===== config.mk =====
export PLATFORM = sky130hd
export DESIGN_NAME = blkrd_dma
export DESIGN_NICKNAME = d
export VERILOG_FILES = /design/src/rtl/blkrd_dma.sv
export SDC_FILE = /design/constraint.sdc
export NUM_CORES = 1
export LEC_CHECK = 0
export CAP_MARGIN = 10
export CORE_ASPECT_RATIO = 1.4
export CORE_MARGIN = 5
export CORE_UTILIZATION = 50
export DETAILED_ROUTE_END_ITERATION = 16
export GPL_TIMING_DRIVEN = 0
export PLACE_DENSITY = 0.84
export SETUP_SLACK_MARGIN = 0.1
export SKIP_CTS_REPAIR_TIMING = 1
export SYNTH_ARGS = -nofsm -noshare
export SYNTH_HDL_FRONTEND = slang
export SYNTH_SLANG_ARGS = --single-unit

===== constraint.sdc =====
create_clock -name clk -period 2.9 [get_ports clk]
set_input_delay 0.435 -clock clk [delete_from_list [all_inputs] [get_ports clk]]
set_output_delay 0.435 -clock clk [all_outputs]
set_load 0.01 [all_outputs]

===== src/rtl/blkrd_dma.sv =====
module blkrd_dma #(
  parameter int SECTOR_WORDS = 256,
  parameter int SWB = $clog2(SECTOR_WORDS)
) (
  input  logic           clk,
  input  logic           rst_n,
  input  logic           reg_wr,
  input  logic [2:0]     reg_addr,
  input  logic [15:0]    reg_wdata,
  output logic [15:0]    reg_rdata,
  output logic           sto_req,
  output logic [15:0]    sto_sector,
  output logic [SWB-1:0] sto_word,
  input  logic           sto_valid,
  input  logic [15:0]    sto_data,
  output logic           mem_wr,
  output logic [15:0]    mem_addr,
  output logic [15:0]    mem_wdata,
  input  logic           mem_ack
);
  localparam logic [2:0]     FN_READ  = 3'd2;
  localparam logic [SWB-1:0] LAST_OFS = SWB'(SECTOR_WORDS - 1);

  typedef enum logic [1:0] {S_IDLE, S_FETCH, S_WRITE} state_t;
  state_t state_q;

  logic [2:0]     fn_q;
  logic [15:0]    wc_q, ba_q, da_q, db_q, hold_q;
  logic [SWB-1:0] ofs_q;

  wire ready_w  = (state_q == S_IDLE);
  wire host_ok  = reg_wr && ready_w;
  wire go_w     = host_ok && reg_addr == 3'd0 && reg_wdata[0] && reg_wdata[3:1] == FN_READ;
  wire take_w   = (state_q == S_FETCH) && sto_valid;
  wire put_w    = (state_q == S_WRITE) && mem_ack;
  wire [15:0] wc_nx = wc_q + 16'd1;

  assign sto_req    = (state_q == S_FETCH);
  assign sto_sector = da_q;
  assign sto_word   = ofs_q;
  assign mem_wr     = (state_q == S_WRITE);
  assign mem_addr   = ba_q;
  assign mem_wdata  = hold_q;

  always_comb begin
    case (reg_addr)
      3'd0:    reg_rdata = {8'h00, ready_w, 3'b000, fn_q, 1'b0};
      3'd1:    reg_rdata = wc_q;
      3'd2:    reg_rdata = ba_q;
      3'd3:    reg_rdata = da_q;
      3'd4:    reg_rdata = db_q;
      default: reg_rdata = 16'h0000;
    endcase
  end

  always_ff @(posedge clk) begin
    if (!rst_n) begin
      state_q <= S_IDLE;
      fn_q    <= 3'd0;
      wc_q    <= 16'h0000;
      ba_q    <= 16'h0000;
      da_q    <= 16'h0000;
      db_q    <= 16'h0000;
      hold_q  <= 16'h0000;
      ofs_q   <= '0;
    end else begin
      if (host_ok) begin
        case (reg_addr)
          3'd0: fn_q <= reg_wdata[3:1];
          3'd1: wc_q <= reg_wdata;
          3'd2: ba_q <= reg_wdata;
          3'd3: da_q <= reg_wdata;
          default: ;
        endcase
      end
      if (go_w) begin
        state_q <= S_FETCH;
        ofs_q   <= '0;
      end
      if (take_w) begin
        hold_q  <= sto_data;
        state_q <= S_WRITE;
      end
      if (put_w) begin
        db_q <= hold_q;
        ba_q <= ba_q + 16'd2;
        wc_q <= wc_nx;
        if (ofs_q == LAST_OFS) begin
          ofs_q <= '0;
          da_q  <= da_q + 16'd1;
        end else begin
          ofs_q <= ofs_q + 1'b1;
        end
        state_q <= (wc_nx == 16'h0000) ? S_IDLE : S_FETCH;
      end
    end
  end
endmodule


==> results.py, run 1 <==
metrics = {
    "finish": {
        "num-fill-cells": 908,
        "syn_to_final_growth_pct": 31.3,
        "final_util_pct": 66.2,
        "layout_common_cells": "123 x nand2_1, 110 x clkdlybuf4s50_1, 93 x dfxtp_1",
        "drive_gt1_share_pct": 7.23,
        "final_common_cell": "nand2_1",
        "final_nets": 856,
        "regArea_um2": 1860,
        "multi_input_area_um2": 3100,
        "diodes": 0,
    },
    "grt": {
        "antenna_found_initial": 0,
        "grt_pass1_vias": 5672,
        "grt_overflow": 0,
        "grt_usage_pct": 29.4,
        "grt_start_max_net_pins": 17,
        "grt_pass1_wl_um": 28500,
    },
    "logic_synthesis": {
        "ys_async_sr_fraction_pct": 0,
        "yosys_most_used_dff": "dfxtp_1",
        "yosys_warnings": 0,
        "avgSynthCellArea_um2": 7.53,
        "synth_nets": 734,
        "ys_seq_elements": 93,
        "yosysTopAreaCell": "dfxtp_1",
        "synth_top_area_share_pct": 35.9,
        "ys_seq_area_share_pct": 35.9,
        "synthCells": 689,
        "yosysUniqueCellTypes": 60,
        "netlist_area_um2": 5190,
        "synth.area.top_cells": "dfxtp_1 36%, nand2_1 8.9%, a21oi_1 8.7%, nor2_1 4.3%, o21ai_0 4.2%",
        "synth_enable_flop_cells": 0,
    },
    "timing": {
        "setup_tns_ns": 0,
        "whs_ns": 0.456,
        "setup_viol_count_final": 0,
        "post-route-min-period_ns": 2.68,
        "fmax_mhz": 372,
        "rsz0062_at_grt": "false",
        "slew_violations": 0,
        "slew_headroom_pct": 48.6,
        "fin_skew_ns": 0.00968,
        "worstMarginPinSlew_ns": 0.771,
        "fin_crit_sh_pct": 92.6,
        "finalHoldViolations": 0,
    },
    "placed_design": {
        "port_buffers": 111,
        "routabilityCongestion": 0.973,
        "place_hpwl_um": 14000,
    },
    "clock_network": {
        "cts_num_sinks": 93,
        "clock-root-buffer": "clkbuf_16",
        "clk_pin_slew_ns": 0.07,
        "cts_tree": "built",
        "insertion_delay_ns": 0.34,
        "h-tree-depth": 3,
        "clockBufferDepth": 2,
        "numCtsBuffers": 9,
    },
    "floorplan": {
        "initial_utilization_pct": 50.4,
        "die_w_um": 96.1,
        "io_pins": 114,
        "rows": 44,
        "die_area_um2": 12500,
        "core_area_um2": 10300,
        "die_h_um": 131,
    },
    "power_and_ir_drop": {
        "powerDensity_nw_per_um2": 424,
        "peakVddDrop_mv": 0.308,
        "p_leak_uw": 0.00239,
        "p_total_uw": 2890,
    },
    "worst_setup_path": {
        "rr_endpoint": "state_q[0]",
        "endpoint_kind": "primary output",
        "cpPeakStageDelay_ns": 0.60,
        "reg2reg_depth": 6,
        "critPathLaunch": "reg_addr[1]",
        "reg2reg_slack_ns": 0.44,
        "critPathKind": "in -> out",
        "cp_max_fo": 10,
        "crit_top_cell": "buf_2",
        "cp_cell_sequence": "buf_2 > buf_2 > mux2i_1 > nor2_1 > a21oi_1 > o21ai_0 > clkdlybuf4s50_1",
        "cp.arrival_ns": 2.25,
        "crit_end": "reg_rdata[0]",
        "r2r_start": "wc_q[0]",
        "slowest_stage": "clkdlybuf4s50_1",
        "cp.required_ns": 2.47,
        "start_kind": "primary input",
    },
    "routing": {
        "drc_errors": 0,
        "via_count": 5877,
        "antenna_left": 0,
        "wirelength_um": 18600,
        "detail_route.wl_per_cell_um": 19.5,
        "drt_iter0_markers": 517,
        "dr.pass1.iters": 5,
        "viasPerCell": 6.16,
    },
    "status": {
        "status": "complete, no violations",
    },
    "worst_hold_path": {
        "min_from": "db_q[10]",
        "hold_depth": 2,
        "min_path_type": "reg -> reg",
    },
    "run": {
        "drv_cap": 0,
    },
}
report_power, final:
| group | switching (µW) | total [µW] | internal, µW |
|---|---|---|---|
| Combinational | 155 | 276 | 121 |
| Clock | 532 | 1300 | 764 |
| Sequential | 21.8 | 1320 | 1290 |
| Total | 709 | 2890 | 2180 |
worst max-delay path: cells and delay by family:
family	cells	cell delay, ns
buffers and inverters	3	1.22
AOI/OAI and AO/OA	2	0.31
muxes	1	0.17
and+or+nand+nor	1	0.11
through the flow:
stage          area (µm²)  setup WS, ns  cells
2_1_floorplan        5190         0.868    689
3_3_place_gp         6470        0.0302    938
3_5_place_dp         6470        0.0150    938
4_1_cts              6800       0.00464    954
5_1_grt              6820         0.124    954
6_report             6820         0.215    954
how the worst min path moves through the flow:
stage	to	slack (ns)
final	db_q[10]	0.46
after global routing	db_q[10]	0.48
after CTS	db_q[10]	0.46
after detailed placement	fn_q[2]	0.45
after global placement	db_q[14]	0.44
after floorplan	fn_q[2]	0.43
flip-flops by register name, indices dropped and copies added (netlist names):
signal / cells
mem_wdata: 16
mem_addr: 16
state_q: 2
wc_q: 16
sto_word: 8
sto_sector: 16
db_q: 16
fn_q: 3
Yosys cell counts (all sizes together), types with 7 or more instances:
| cell | instances |
|---|---|
| nor4 | 10 |
| buf | 24 |
| nand4 | 10 |
| nor3 | 16 |
| nor2 | 59 |
| nand2 | 124 |
| dfxtp | 93 |
| o21ai | 48 |
| nand3 | 32 |
| mux2i | 19 |
| or3 | 9 |
| a21oi | 90 |
| and3 | 17 |
| clkbuf | 24 |
| a31oi | 13 |
| o211ai | 9 |
| inv | 7 |
| a211oi | 9 |
cell type report:
class | instances | share of cell area (%)
well taps | 138 | 2.53
clock inverters | 6 | 1.38
clock buffers | 10 | 3.36
repair buffers | 111 | 16.3
multi-input cells | 541 | 45.5
inverters | 7 | 0.385
flip-flops and latches | 93 | 27.3
plain buffers | 48 | 3.17
cells by family (layout without fill, tap and decap cells):
kind of cell             Yosys count  in the layout  share of synthesized area [%]
AND/OR/NAND/NOR                  300            300                           28.1
AO/OA/AOI/OAI                    207            207                           24.6
flip-flops                        93             93                           35.9
buffers and inverters             55            182                           4.58
multiplexers                      21             21                           4.31
XOR/XNOR                           8              8                           1.35
adder cells (fa/ha/maj)            5              5                           1.21
routing by layer:
layer	vias to the layer above	share of wire [%]	GRT usage (%)
li1	2740	-	-
met1	2701	37	33.5
met2	348	49	49.0
met3	88	7.8	5.27
met4	0	6.9	20.4
met5	-	0	0
(Power assumes the default switching activity.)
==> run 2: changes to the inputs <==
- CORE_MARGIN: 5 -> not set
- clock period: 2.9 -> 3.45 ns (I/O delays scaled with it)
==> run 2 against run 1 <==
Effect of this change:
- die area is 14% lower
- setup slack gained 0.020 ns
- final cell count down 0.31%
- via count is essentially flat
- sequential share of layout area is 0.22 points higher
- clock skew fell by 0.0023 ns
- largest cell class unchanged
- clock power is 23% lower
- first-iteration DRC count decreased by 7.2%
- design area decreased by 0.79%
- combinational power fell by 15%
- core utilization up 1.4 points
==> results.py, run 2 (synthesis results as in run 1) <==
metrics = {
    "clock_network": {
        "insertion_delay_ns": 0.36,
        "numCtsBuffers": 9,
        "cts_num_sinks": 93,
        "clock-root-buffer": "clkbuf_16",
        "cts_tree": "built",
        "clk_pin_slew_ns": 0.07,
        "clockBufferDepth": 2,
        "h-tree-depth": 3,
    },
    "grt": {
        "antenna_found_initial": 0,
        "grt_usage_pct": 36.4,
        "grt_start_max_net_pins": 18,
        "grt_overflow": 0,
        "grt_pass1_vias": 5474,
        "grt_pass1_wl_um": 29400,
    },
    "placed_design": {
        "pre_cts_ws_ns": 0.371,
        "port_buffers": 111,
        "routabilityCongestion": 0.958,
        "place_hpwl_um": 14200,
    },
    "timing": {
        "rsz0062_at_grt": "false",
        "slew_headroom_pct": 50.7,
        "worstMarginPinSlew_ns": 0.740,
        "fin_ws_ns": 0.235,
        "fin_crit_sh_pct": 93.2,
        "slew_violations": 0,
        "fmax_mhz": 311,
        "post-route-min-period_ns": 3.21,
        "finalHoldViolations": 0,
        "setup_tns_ns": 0,
        "setup_viol_count_final": 0,
        "fin_skew_ns": 0.00742,
    },
    "worst_setup_path": {
        "critPathKind": "in -> out",
        "cp.required_ns": 2.93,
        "slowest_stage": "clkdlybuf4s50_1",
        "start_kind": "primary input",
        "crit_top_cell": "clkbuf_1",
        "cp.arrival_ns": 2.70,
        "reg2reg_depth": 6,
        "endpoint_kind": "primary output",
        "cp_max_fo": 10,
        "cp_cell_sequence": "clkbuf_1 > nor2_1 > and2_1 > clkbuf_1 > nand2_1 > o21ai_0 > clkdlybuf4s50_1",
        "cpPeakStageDelay_ns": 0.59,
    },
    "floorplan": {
        "die_w_um": 88.1,
        "io_pins": 114,
        "core_area_um2": 10000,
        "rows": 43,
        "die_area_um2": 10800,
        "initial_utilization_pct": 51.9,
        "die_h_um": 123,
    },
    "finish": {
        "layout_common_cells": "123 x nand2_1, 111 x clkdlybuf4s50_1, 93 x dfxtp_1",
        "syn_to_final_growth_pct": 30.3,
        "diodes": 0,
        "num-fill-cells": 878,
        "multi_input_area_um2": 3090,
        "drive_gt1_share_pct": 6.37,
        "regArea_um2": 1860,
        "final_nets": 856,
        "final_common_cell": "nand2_1",
    },
    "routing": {
        "wirelength_um": 19000,
        "dr_wl_met2_um": 9210,
        "dr.max_layer_used": "met4",
        "antenna_left": 0,
        "met1_length_um": 7430,
        "detail_route.wl_per_cell_um": 20.0,
        "wl_met3_um": 1260,
        "drc_errors": 0,
        "via_count": 5881,
        "drt_iter0_markers": 480,
        "dr.pass1.iters": 6,
        "viasPerCell": 6.18,
    },
    "power_and_ir_drop": {
        "p_leak_uw": 0.00235,
        "powerDensity_nw_per_um2": 346,
        "peakVddDrop_mv": 0.259,
    },
    "status": {
        "status": "complete, no violations",
    },
    "worst_hold_path": {
        "hold_depth": 2,
        "min_path_type": "reg -> reg",
    },
    "run": {
        "drv_cap": 0,
    },
}
## run 2: cell types whose count changed in the layout (fill, tap and decap cells not counted), sizes merged
cell,delta
bufinv,-2
clkbuf,+1
clkdlybuf4s50,+1
dlymetal6s2s,-1
buf,-1
inv,+2
## run 2: cell type report
| type | count | share of cell area [%] |
|---|---|---|
| Multi-Input combinational cell | 541 | 45.7 |
| Sequential cell | 93 | 27.5 |
| Timing Repair Buffer | 111 | 16.4 |
| Clock buffer | 10 | 3.53 |
| Buffer | 48 | 3.13 |
| Tap cell | 135 | 2.50 |
| Clock inverter | 6 | 0.795 |
| Inverter | 7 | 0.388 |
## run 2: worst max-delay path: cells and delay by family
kind | cells | cell delay, ns
buf+inv | 3 | 1.18
simple gates | 3 | 0.88
compound gates | 1 | 0.12
## run 2: worst paths after layout
check                                 start             to  slack [ns]
worst max-delay path            reg_addr[0]  reg_rdata[11]        0.24
worst max register to register      wc_q[0]     state_q[0]        0.77
worst min register to register     db_q[10]       db_q[10]        0.46
worst min-delay path               db_q[10]       db_q[10]        0.46
## run 2: metrics by stage
stage | hold slack [ns] | util [%] | area, µm² | instances | total power, µW
finish | 0.457 | 67.6 | 6760 | 951 | 2340
floorplan | 0.433 | - | 5190 | 689 | 1230
global placement | 0.447 | 64.7 | 6470 | 935 | 1350
detailed placement | 0.447 | 64.7 | 6470 | 935 | 1360
CTS | 0.456 | 67.6 | 6760 | 951 | 2330
global route | 0.474 | 67.6 | 6760 | 951 | 2420
## run 2: metal layers
layer / up-vias / GRT usage (%)
met1: 2744 / 44.4
met4: 0 / 22.4
li1: 2745 / -
met2: 315 / 59.4
met3: 77 / 5.72
met5: - / 0
## run 2: where the power goes
part | internal (µW) | leakage, µW | switching (µW) | total (µW)
Sequential | 1090 | 0.000751 | 20.1 | 1110
Clock | 523 | 0.000142 | 479 | 1000
Combinational | 101 | 0.00146 | 134 | 234
==> run 3: changes to the inputs <==
- ABC_AREA: not set -> 1
- CORE_ASPECT_RATIO: 1.4 -> not set
- PLACE_DENSITY: 0.84 -> 0.83
==> run 3 against run 2 <==
Effect of this change:
- non-clock buffer count decreased by 10
- via count increased by 6.3%
- critical path depth increased by 4
- critical path type unchanged
- critical endpoint is now reg_rdata[1]
==> results.py, run 3 <==
metrics = {
    "logic_synthesis": {
        "netlist_area_um2": 5420,
        "synth_top_area_share_pct": 34.3,
        "yosys_most_used_dff": "dfxtp_1",
        "ys_async_sr_fraction_pct": 0,
        "synth_top_cells_by_count": "216 x nand2_1, 93 x dfxtp_1, 93 x inv_1",
        "synth.area.top_cells": "dfxtp_1 34%, nand2_1 15%, nand3_1 7.8%, a21oi_1 6.6%, inv_1 6.4%",
        "yosys_warnings": 0,
        "synth_enable_flop_cells": 0,
        "synth_nets": 873,
        "ys_seq_area_share_pct": 34.3,
        "avgSynthCellArea_um2": 6.55,
        "synthCells": 828,
        "yosysTopAreaCell": "dfxtp_1",
        "yosysUniqueCellTypes": 39,
        "ys_seq_elements": 93,
        "synth.most_common_cell": "nand2_1",
    },
    "placed_design": {
        "place_hpwl_um": 13400,
        "pre_cts_ws_ns": 0.146,
        "port_buffers": 111,
        "routabilityCongestion": 0.927,
    },
    "timing": {
        "setup_viol_count_final": 0,
        "fin_ws_ns": 0.217,
        "slew_violations": 0,
        "rsz0062_at_grt": "false",
        "fin_crit_sh_pct": 93.7,
        "fmax_mhz": 309,
        "setup_tns_ns": 0,
        "worstMarginPinSlew_ns": 0.671,
        "fin_skew_ns": 0.0183,
        "slew_headroom_pct": 55.3,
        "finalHoldViolations": 0,
        "post-route-min-period_ns": 3.23,
    },
    "worst_setup_path": {
        "cp_max_fo": 10,
        "r2r_start": "wc_q[1]",
        "critPathLaunch": "reg_addr[1]",
        "start_kind": "primary input",
        "endpoint_kind": "primary output",
        "cpPeakStageDelay_ns": 0.59,
        "critPathTopFamily": "buffers and inverters",
        "slowest_stage": "clkdlybuf4s50_1",
        "cp.required_ns": 2.93,
        "critPathKind": "in -> out",
        "cp.arrival_ns": 2.72,
        "cp_cell_sequence": "clkdlybuf4s50_1 > inv_2 > nor2_2 > nand2_2 > inv_2 > clkbuf_4 > nand2_1 > o21ai_0 > a221oi_1 > o21ai_0 > clkdlybuf4s50_1",
        "crit_buf_inv": 5,
    },
    "routing": {
        "wl_met3_um": 1900,
        "wirelength_um": 17800,
        "drt_iter0_markers": 532,
        "via_count": 6249,
        "antenna_left": 0,
        "drc_errors": 0,
        "met1_length_um": 7500,
        "detail_route.wl_per_cell_um": 16.3,
        "dr.pass1.iters": 6,
        "dr.max_layer_used": "met4",
        "viasPerCell": 5.73,
        "dr_wl_met2_um": 7650,
    },
    "finish": {
        "final_nets": 995,
        "syn_to_final_growth_pct": 27.5,
        "drive_gt1_share_pct": 8.48,
        "final_common_cell": "nand2_1",
        "layout_common_cells": "216 x nand2_1, 111 x clkdlybuf4s50_1, 93 x inv_1, 93 x dfxtp_1, 84 x nand3_1",
        "diodes": 0,
    },
    "floorplan": {
        "die_w_um": 106,
        "io_pins": 114,
        "die_h_um": 106,
        "core_area_um2": 10400,
        "die_area_um2": 11300,
        "rows": 37,
        "initial_utilization_pct": 52.1,
    },
    "clock_network": {
        "cts_num_sinks": 93,
        "numCtsBuffers": 9,
        "h-tree-depth": 3,
        "clock-root-buffer": "clkbuf_8",
        "clockBufferDepth": 2,
        "clk_pin_slew_ns": 0.10,
        "cts_tree": "built",
        "insertion_delay_ns": 0.39,
    },
    "power_and_ir_drop": {
        "peakVddDrop_mv": 0.164,
        "powerDensity_nw_per_um2": 302,
        "p_total_uw": 2090,
        "p_leak_uw": 0.00268,
    },
    "status": {
        "status": "complete, no violations",
    },
    "worst_hold_path": {
        "min_path_type": "reg -> reg",
        "min_from": "db_q[1]",
    },
    "run": {
        "drv_cap": 0,
    },
    "grt": {
        "grt_pass1_vias": 5545,
        "grt_start_max_net_pins": 20,
        "grt_overflow": 0,
        "grt_usage_pct": 31.6,
        "grt_pass1_wl_um": 27600,
        "antenna_found_initial": 0,
    },
}
==> run 3: kinds of logic after synthesis <==
kind of cell               after synthesis  share of synthesized area (%)
DFF                                     93                           34.3
xor gates and xnor gates                 9                           1.45
AOI/OAI and AO/OA                      180                           19.1
buffers and inverters                  145                           11.5
adders and majority gates                5                           1.15
and+or+nand+nor                        396                           32.5
==> run 3: worst register-to-register path: stages (launching register included) <==
cell and delay (ns):
dfxtp_1 0.48, ha_1 0.29, nand3_1 0.15, nor2_2 0.31, nand2_1 0.10, nand2_1 0.07, nand2_1 0.06, nor2_1 0.11
nand2_1 0.08, nor2_1 0.21, a21oi_1 0.09
==> run 3: through the flow <==
| stage | utilization, % | area, µm² | hold WS, ns | std cells |
|---|---|---|---|---|
| 3_3_place_gp | 64.4 | 6700 | 0.440 | 1075 |
| 3_5_place_dp | 64.4 | 6700 | 0.447 | 1075 |
| 4_1_cts | 66.2 | 6900 | 0.460 | 1091 |
| 2_1_floorplan | - | 5420 | 0.425 | 828 |
| 5_1_grt | 66.4 | 6920 | 0.477 | 1091 |
| 6_report | 66.4 | 6920 | 0.459 | 1091 |
==> run 3: layout make-up <==
cell class / instances / area (µm²)
buffer: 38 / 225
clock buffer: 9 / 124
clock inverter: 7 / 72.6
fill: 966 / 3500
inverter: 107 / 403
multi-input combinational: 590 / 2950
sequential: 93 / 1860
tap: 136 / 170
timing repair buffer: 111 / 1110
==> run 3: report_power, final <==
group | switching (µW) | leakage, µW | total, µW | internal, µW
Clock | 472 | 0.0000970 | 757 | 285
Combinational | 125 | 0.00183 | 220 | 95.5
Sequential | 21.4 | 0.000751 | 1110 | 1090
Total | 618 | 0.00268 | 2090 | 1470
==> run 3: routing by layer <==
metal,vias up,global-route usage (%)
met5,-,0
li1,3001,-
met3,77,7.73
met4,0,13.7
met1,2793,41.1
met2,378,49.4
==> run 3: worst paths after layout <==
path / endpoint / slack (ns) / depth (start not counted)
setup / recovery: reg_rdata[1] / 0.22 / 11
hold / removal: db_q[1] / 0.46 / 2
setup reg to reg: state_q[0] / 1.37 / 10
hold reg to reg: db_q[1] / 0.46 / 2
